$ cat src/rtl/rxao_pkg.sv
package rxao_pkg;
  localparam int REG_W   = 32;
  localparam int OVR_W   = 4;
  localparam int VAL_LSB = REG_W - OVR_W;
  localparam int EN_LSB  = 0;

  typedef struct packed {
    logic [OVR_W-1:0] val;
    logic [OVR_W-1:0] en;
  } ovr_cfg_t;
endpackage

$ cat src/rtl/rxao_cfg_reg.sv
module rxao_cfg_reg
  import rxao_pkg::*;
(
  input  logic             clk_i,
  input  logic             rst_ni,
  input  logic             we_i,
  input  logic [REG_W-1:0] wdata_i,
  output ovr_cfg_t         cfg_o,
  output logic [REG_W-1:0] rdata_o
);
  ovr_cfg_t cfg_q;
  logic     unused_rsvd;

  always_ff @(posedge clk_i or negedge rst_ni) begin
    if (!rst_ni) begin
      cfg_q <= '0;
    end else if (we_i) begin
      cfg_q.val <= wdata_i[VAL_LSB +: OVR_W];
      cfg_q.en  <= wdata_i[EN_LSB +: OVR_W];
    end
  end

  assign unused_rsvd = ^wdata_i[VAL_LSB-1:EN_LSB+OVR_W];
  assign cfg_o       = cfg_q;

  for (genvar b = 0; b < REG_W; b++) begin : g_rd
    if (b >= VAL_LSB) begin : g_val
      assign rdata_o[b] = cfg_q.val[b-VAL_LSB];
    end else if (b >= EN_LSB && b < EN_LSB + OVR_W) begin : g_en
      assign rdata_o[b] = cfg_q.en[b-EN_LSB];
    end else begin : g_rsvd
      assign rdata_o[b] = 1'b0;
    end
  end
endmodule

$ cat src/rtl/rxao_pkt_track.sv
module rxao_pkt_track (
  input  logic clk_i,
  input  logic rst_ni,
  input  logic start_i,
  input  logic end_i,
  output logic busy_o
);
  logic busy_q;

  // end handled before start when both arrive together
  always_ff @(posedge clk_i or negedge rst_ni) begin
    if (!rst_ni) busy_q <= 1'b0;
    else         busy_q <= start_i | (busy_q & ~end_i);
  end

  assign busy_o = busy_q;
endmodule

$ cat src/rtl/rxao_cfg_hold.sv
module rxao_cfg_hold
  import rxao_pkg::*;
(
  input  logic     clk_i,
  input  logic     rst_ni,
  input  logic     load_i,
  input  ovr_cfg_t shadow_i,
  output ovr_cfg_t eff_o,
  output ovr_cfg_t act_o
);
  ovr_cfg_t act_q;

  assign eff_o = load_i ? shadow_i : act_q;

  always_ff @(posedge clk_i or negedge rst_ni) begin
    if (!rst_ni) act_q <= '0;
    else         act_q <= eff_o;
  end

  assign act_o = act_q;
endmodule

$ cat src/rtl/rxao_addr_mux.sv
module rxao_addr_mux
  import rxao_pkg::*;
#(
  parameter int ADDR_W = 32
) (
  input  logic [ADDR_W-1:0] addr_i,
  input  ovr_cfg_t          cfg_i,
  output logic [ADDR_W-1:0] addr_o
);
  localparam int OVR_LSB = ADDR_W - OVR_W;

  for (genvar b = 0; b < ADDR_W; b++) begin : g_bit
    if (b >= OVR_LSB) begin : g_ovr
      assign addr_o[b] = cfg_i.en[b-OVR_LSB] ? cfg_i.val[b-OVR_LSB] : addr_i[b];
    end else begin : g_pass
      assign addr_o[b] = addr_i[b];
    end
  end
endmodule

$ cat src/rtl/rx_addr_override.sv
module rx_addr_override
  import rxao_pkg::*;
#(
  parameter int ADDR_W = 32
) (
  input  logic              clk_i,
  input  logic              rst_ni,
  input  logic              reg_we_i,
  input  logic [REG_W-1:0]  reg_wdata_i,
  output logic [REG_W-1:0]  reg_rdata_o,
  input  logic              pkt_start_i,
  input  logic              pkt_end_i,
  input  logic [ADDR_W-1:0] addr_i,
  output logic [ADDR_W-1:0] addr_o
);
  ovr_cfg_t shadow_cfg, eff_cfg, act_cfg;
  logic     busy, load;

  rxao_cfg_reg u_reg (
    .clk_i   (clk_i),
    .rst_ni  (rst_ni),
    .we_i    (reg_we_i),
    .wdata_i (reg_wdata_i),
    .cfg_o   (shadow_cfg),
    .rdata_o (reg_rdata_o)
  );

  rxao_pkt_track u_trk (
    .clk_i   (clk_i),
    .rst_ni  (rst_ni),
    .start_i (pkt_start_i),
    .end_i   (pkt_end_i),
    .busy_o  (busy)
  );

  assign load = pkt_start_i | ~busy;

  rxao_cfg_hold u_hold (
    .clk_i    (clk_i),
    .rst_ni   (rst_ni),
    .load_i   (load),
    .shadow_i (shadow_cfg),
    .eff_o    (eff_cfg),
    .act_o    (act_cfg)
  );

  rxao_addr_mux #(.ADDR_W(ADDR_W)) u_mux (
    .addr_i (addr_i),
    .cfg_i  (eff_cfg),
    .addr_o (addr_o)
  );
endmodule

$ cat config.mk
export PLATFORM = sky130hd
export DESIGN_NAME = rx_addr_override
export DESIGN_NICKNAME = d
export VERILOG_FILES = /design/src/rtl/rxao_pkg.sv /design/src/rtl/rxao_cfg_reg.sv /design/src/rtl/rxao_pkt_track.sv /design/src/rtl/rxao_cfg_hold.sv /design/src/rtl/rxao_addr_mux.sv /design/src/rtl/rx_addr_override.sv
export SDC_FILE = /design/constraint.sdc
export NUM_CORES = 1
export LEC_CHECK = 0
export ABC_AREA = 1
export BUFFER_PORTS_ARGS = -buffer_cell sky130_fd_sc_hd__buf_2
export CAP_MARGIN = 20
export CORE_MARGIN = 4
export CORE_UTILIZATION = 35
export CTS_BUF_LIST = sky130_fd_sc_hd__clkbuf_4
export CTS_CLUSTER_SIZE = 14
export DETAILED_ROUTE_END_ITERATION = 10
export PLACE_DENSITY = 0.84
export SYNTH_ARGS = -nofsm -noshare
export SYNTH_HDL_FRONTEND = slang
export SYNTH_SLANG_ARGS = --single-unit
$ cat constraint.sdc
create_clock -name clk_i -period 1.12 [get_ports clk_i]
set_clock_uncertainty 0.05 [all_clocks]
set_input_delay 0.112 -clock clk_i [delete_from_list [all_inputs] [get_ports clk_i]]
set_output_delay 0.112 -clock clk_i [all_outputs]
set_load 0.02 [all_outputs]
* Yosys cells after proc, flatten, opt, wreduce, memory -nomap -nowiden
Index checks and enable logic that the tools add are counted.
** Operators by class
- $add $sub $neg :: 0
- $mul :: 0
- Divide/modulo/power cells :: 0
- $lt $le $gt $ge :: 0
- Equal/unequal tests :: 0
- Shifts and indexed selects :: 0
- Muxes and demuxes :: 5
- Bitwise logic cells :: 5
- Reductions and logical operators :: 0
** Operators by type and width (count)
- 2-to-1 mux 8 bit :: 1
- 2-to-1 mux 1 bit :: 4
- NOT 1 bit :: 2
- OR 1 bit :: 2
- bitwise AND 1 bit :: 1
** Word-level totals
- Register bits after elaboration :: 17
- Bits in latches :: 0
- Memory bits (writable) :: 0
- ROM bits :: 0
- Input bits :: 69
- Logic and storage cells :: 15
- Memories kept :: 0

* Longest topological paths before layout
- Depth in word-level cells :: 4
- Gate-level depth with buffers :: 6
- Mapped depth without buffers :: 6

* Hierarchy
A second synthesis with hierarchy kept.
** Unflattened totals
- Cells, all modules :: 152
- Area total of the unflattened synthesis :: 1172.4 sq um
** By module, submodules not included
- rxao_cfg_reg :: instances 1, cells an instance 67, area an instance 549.3 sq um
- rxao_cfg_hold :: instances 1, cells an instance 34, area an instance 305.3 sq um
- rxao_addr_mux :: instances 1, cells an instance 44, area an instance 270.3 sq um
- rxao_pkt_track :: instances 1, cells an instance 5, area an instance 40.0 sq um
- rx_addr_override :: instances 1, cells an instance 2, area an instance 7.5 sq um

* Worst setup path before layout
Ideal clock, no wire load.
- Kind :: reg2out
- Start point :: register u_trk.busy_q (netlist: u_trk.busy_o)
- End point :: output port addr_o[28]
- Arrival :: 0.904 ns
- Data required time :: 0.958 ns
- Slack :: 0.054 ns
- Cell stages (with the launch flop) :: 7
- Cell sequence :: dfrtp_1 buf_6 nand2_8 nand2_2 nand2_2 nand2_1 nand2_1
** RTL lines
- from (decl) :: line rxao_pkt_track.sv:8 : logic busy_q;
- from (signal assigned) :: line rxao_pkt_track.sv:13 : else busy_q <= start_i | (busy_q & ~end_i);
- to (decl) :: line rx_addr_override.sv:14 : output logic [ADDR_W-1:0] addr_o

==> Flow_metrics.wiki <==
{| class="wikitable"
! Metric !! Value
|-
| Antenna-violating nets left || 0
|-
| Critical Path End Type || output port
|-
| All-layer global routing usage || 10.7%
|-
| Wire length of the first global-routing pass || 3.55 mm
|-
| Post-route fraction of the period consumed by the critical path || 134%
|-
| Peak VDD IR || 731 uV
|-
| Worst Hold Class || in2reg
|-
| Violations in the final reports || negative setup slack
|-
| Post-synth EDFFs || 0
|-
| Reg-to-reg critical path startpoint || u_trk.busy_o$_DFF_PN0_
|-
| TritonCTS Sinks || 17
|-
| CP endpoint || addr_o[29]
|-
| Antenna violations before repair || 0
|-
| Core box area || 3100 sq um
|-
| Level count of the clock H-tree || 1
|-
| Final hold violations || 0
|-
| Largest net degree at the start of global routing || 18
|-
| Layout Cells excl Fill || 179
|-
| Minimum setup slack among reg-to-reg paths || 60 ps
|-
| Net switching component of the power || 0.549 mW
|-
| Area enclosed by the die boundary || 4310 sq um
|-
| Gate count of the mapped netlist || 120
|-
| Highest achievable clock rate || 667 MHz
|-
| Seq/Total Area, Yosys || 36.6%
|-
| Share of power burned in the clock network || 21.5%
|-
| Min Clock Period, post-route || 1500 ps
|-
| Global placement routability congestion || 0.693
|-
| Starting DRT DRC Count || 3
|-
| Number of buffers on the longest clock path || 2
|-
| Standard-cell row count || 20
|-
| CP Launch Point || u_trk.busy_o$_DFF_PN0_
|-
| Final Core Density || 41.3%
|-
| Total power after layout || 1.62 mW
|-
| Placement Setup Slack || -162 ps
|-
| Number of top-level design ports || 133
|-
| Clock input transition at the sequential cells of the worst setup and hold paths || 100 ps
|-
| Required time at the worst-slack endpoint || 960 ps
|-
| Nets || 205
|-
| PnR worst setup slack || -379 ps
|-
| Maximum fanout encountered on the critical timing path || 5
|-
| Setup repair after global routing missed its margin || yes
|-
| Static Leakage || 0.649 nW
|-
| Filler cell count || 302
|-
| Outcome || finished, violations left
|-
| Depth of the most critical reg-to-reg path || 4
|-
| Critical path class || reg2out
|-
| Clock Latency Late Sink || 290 ps
|-
| CTS tree || built
|-
| Critical Path Start Type || flip-flop
|-
| Cell count after placement || 162
|-
| 1st-pass router iterations || 4
|-
| Initial core utilization || 37.5%
|-
| Routed WL per cell || 12.0 microns
|-
| Number of buffers created by CTS || 3
|-
| Sequential cell fraction of total power || 45.6%
|-
| Switch share || 34.0%
|-
| Die width || 65.6 microns
|-
| IO buf count || 28
|-
| Arrival time of data at the critical path endpoint || 1340 ps
|-
| Vias per inst || 4.06
|-
| Predominant post-synthesis flop cell || dfrtp_1
|-
| Area leader, netlist || dfrtp_1
|-
| Synth Warn # || 0
|-
| Synthesized area per cell || 9.69 sq um
|-
| Max-slew violations || 0
|-
| Asr flop ratio synth || 100%
|-
| Pwr per Cell Area || 1260 nW/um^2
|-
| Detail Placement HPWL || 1.50 mm
|-
| Die extent in y || 65.6 microns
|-
| Final routed DRC violation total || 0
|-
| CTS root buf || clkbuf_4
|-
| Total global routing overflow || 0
|-
| Post-synth top cells || 52 x buf_4, 17 x dfrtp_1, 15 x nand2_2
|-
| Ranking of synthesized cells by area || dfrtp_1 37%, buf_4 34%, nand2_2 8.1%, mux2_2 7.8%, nand3_1 5.2%
|-
| Total Wirelength || 2.14 mm
|-
| Number of global-route vias before repair || 741
|-
| Fraction of post-synthesis cell area in the top cell type by area || 36.6%
|-
| Max-Cap Viols || 0
|-
| Netlist cell types || 13
|-
| Cell area after synthesis || 1160 sq um
|-
| Total via count after detailed routing || 726
|-
| Setup TNS after final layout || -1410 ps
|-
| Power share of the combinational group || 32.9%
|-
| Internal Dissipation || 1.07 mW
|-
| Fraction of layout instances using a drive strength above 1 || 57.0%
|-
| Ant. Diodes || 0
|-
| Count leader, synth || buf_4
|-
| Area grow syn2layout || 10.1%
|-
| Worst reg2reg endpoint || u_hold.act_o[5]$_DFF_PN0_
|-
| Final setup violating endpoints || 4
|-
| Flip-flop and latch count after synthesis || 17
|}
## flip-flops by register name, summed over array words and instances, names as in the netlist
name          cells
u_reg.cfg_o       8
u_trk.busy_o      1
u_hold.act_o      8
## area by class of cell
cell class                      instances  area [sq um]  area share (%)
Tap cell                               44          55.1            4.30
Multi-Input combinational cell         70           450            35.2
Clock buffer                            4          30.0            2.35
Inverter                                2          10.0           0.782
Sequential cell                        17           427            33.3
Timing Repair Buffer                   42           308            24.0
## layout by cell type, fill, tap and decap left out, drive strengths merged
cell type     n
inv           2
o21ai         1
mux2          8
dlygate4sd3   8
clkbuf        4
dfrtp        17
nand3        12
buf          34
nand2        25
conb         24
## how the worst min path moves through the flow
stage,depth (start not counted),slack [ps],startpoint,endpoint
3_5_place_dp,1,-1,rst_ni,u_reg.cfg_o[2]$_DFFE_PN0P_
6_report,2,7,reg_wdata_i[31],u_reg.cfg_o[7]$_DFFE_PN0P_
3_3_place_gp,1,1,rst_ni,u_reg.cfg_o[2]$_DFFE_PN0P_
4_1_cts,2,3,reg_wdata_i[31],u_reg.cfg_o[7]$_DFFE_PN0P_
5_1_grt,2,7,reg_wdata_i[3],u_reg.cfg_o[3]$_DFFE_PN0P_
2_1_floorplan,0,-230,rst_ni,u_hold.act_o[0]$_DFF_PN0_
## per-stage QoR
stage / hold slack [ps] / cell area, sq um
after detailed placement: -0.996 / 1040
final: 7.29 / 1280
after CTS: 3.16 / 1260
after global placement: 1.25 / 1040
after floorplan: -234 / 1250
after global routing: 7.07 / 1280
## power by group through the flow
stage | sequential, mW | combinational, mW | clock (mW)
after floorplan | 0.766 | 0.473 | 0
after global placement | 0.741 | 0.400 | 0
after detailed placement | 0.744 | 0.408 | 0
after CTS | 0.736 | 0.513 | 0.358
after global routing | 0.749 | 0.574 | 0.383
final | 0.737 | 0.532 | 0.348
## cell families after synthesis
group / share of synthesized area (%)
flops: 36.6
mux: 7.75
buf+inv: 36.4
other cells: 0.323
simple gates: 18.5
compound gates: 0.430
## timing repair
| action | CTS | global route |
|---|---|---|
| pin swaps | 8 | 3 |
| hold buffers | 7 | 1 |
| resized for setup | 22 | 6 |
| endpoints found under the setup margin | 5 | 6 |
| endpoints found under the hold margin | 23 | 1 |
| setup buffers | 6 | 1 |
## worst max-delay path, stage by stage (launching register included)
cell,delay (ps)
dfrtp_2,470
buf_6,160
nand3_2,80
nand2_2,90
nand2_1,60
nand2_1,80
buf_6,120
## layer usage
metal	vias up	track usage (%)	wire, microns
li1	332	-	-
met2	38	19.3	1160
met3	9	3.42	186
met1	347	10.9	734
met5	-	0	0
met4	0	5.18	59
Power figures use the tool's default switching activity.
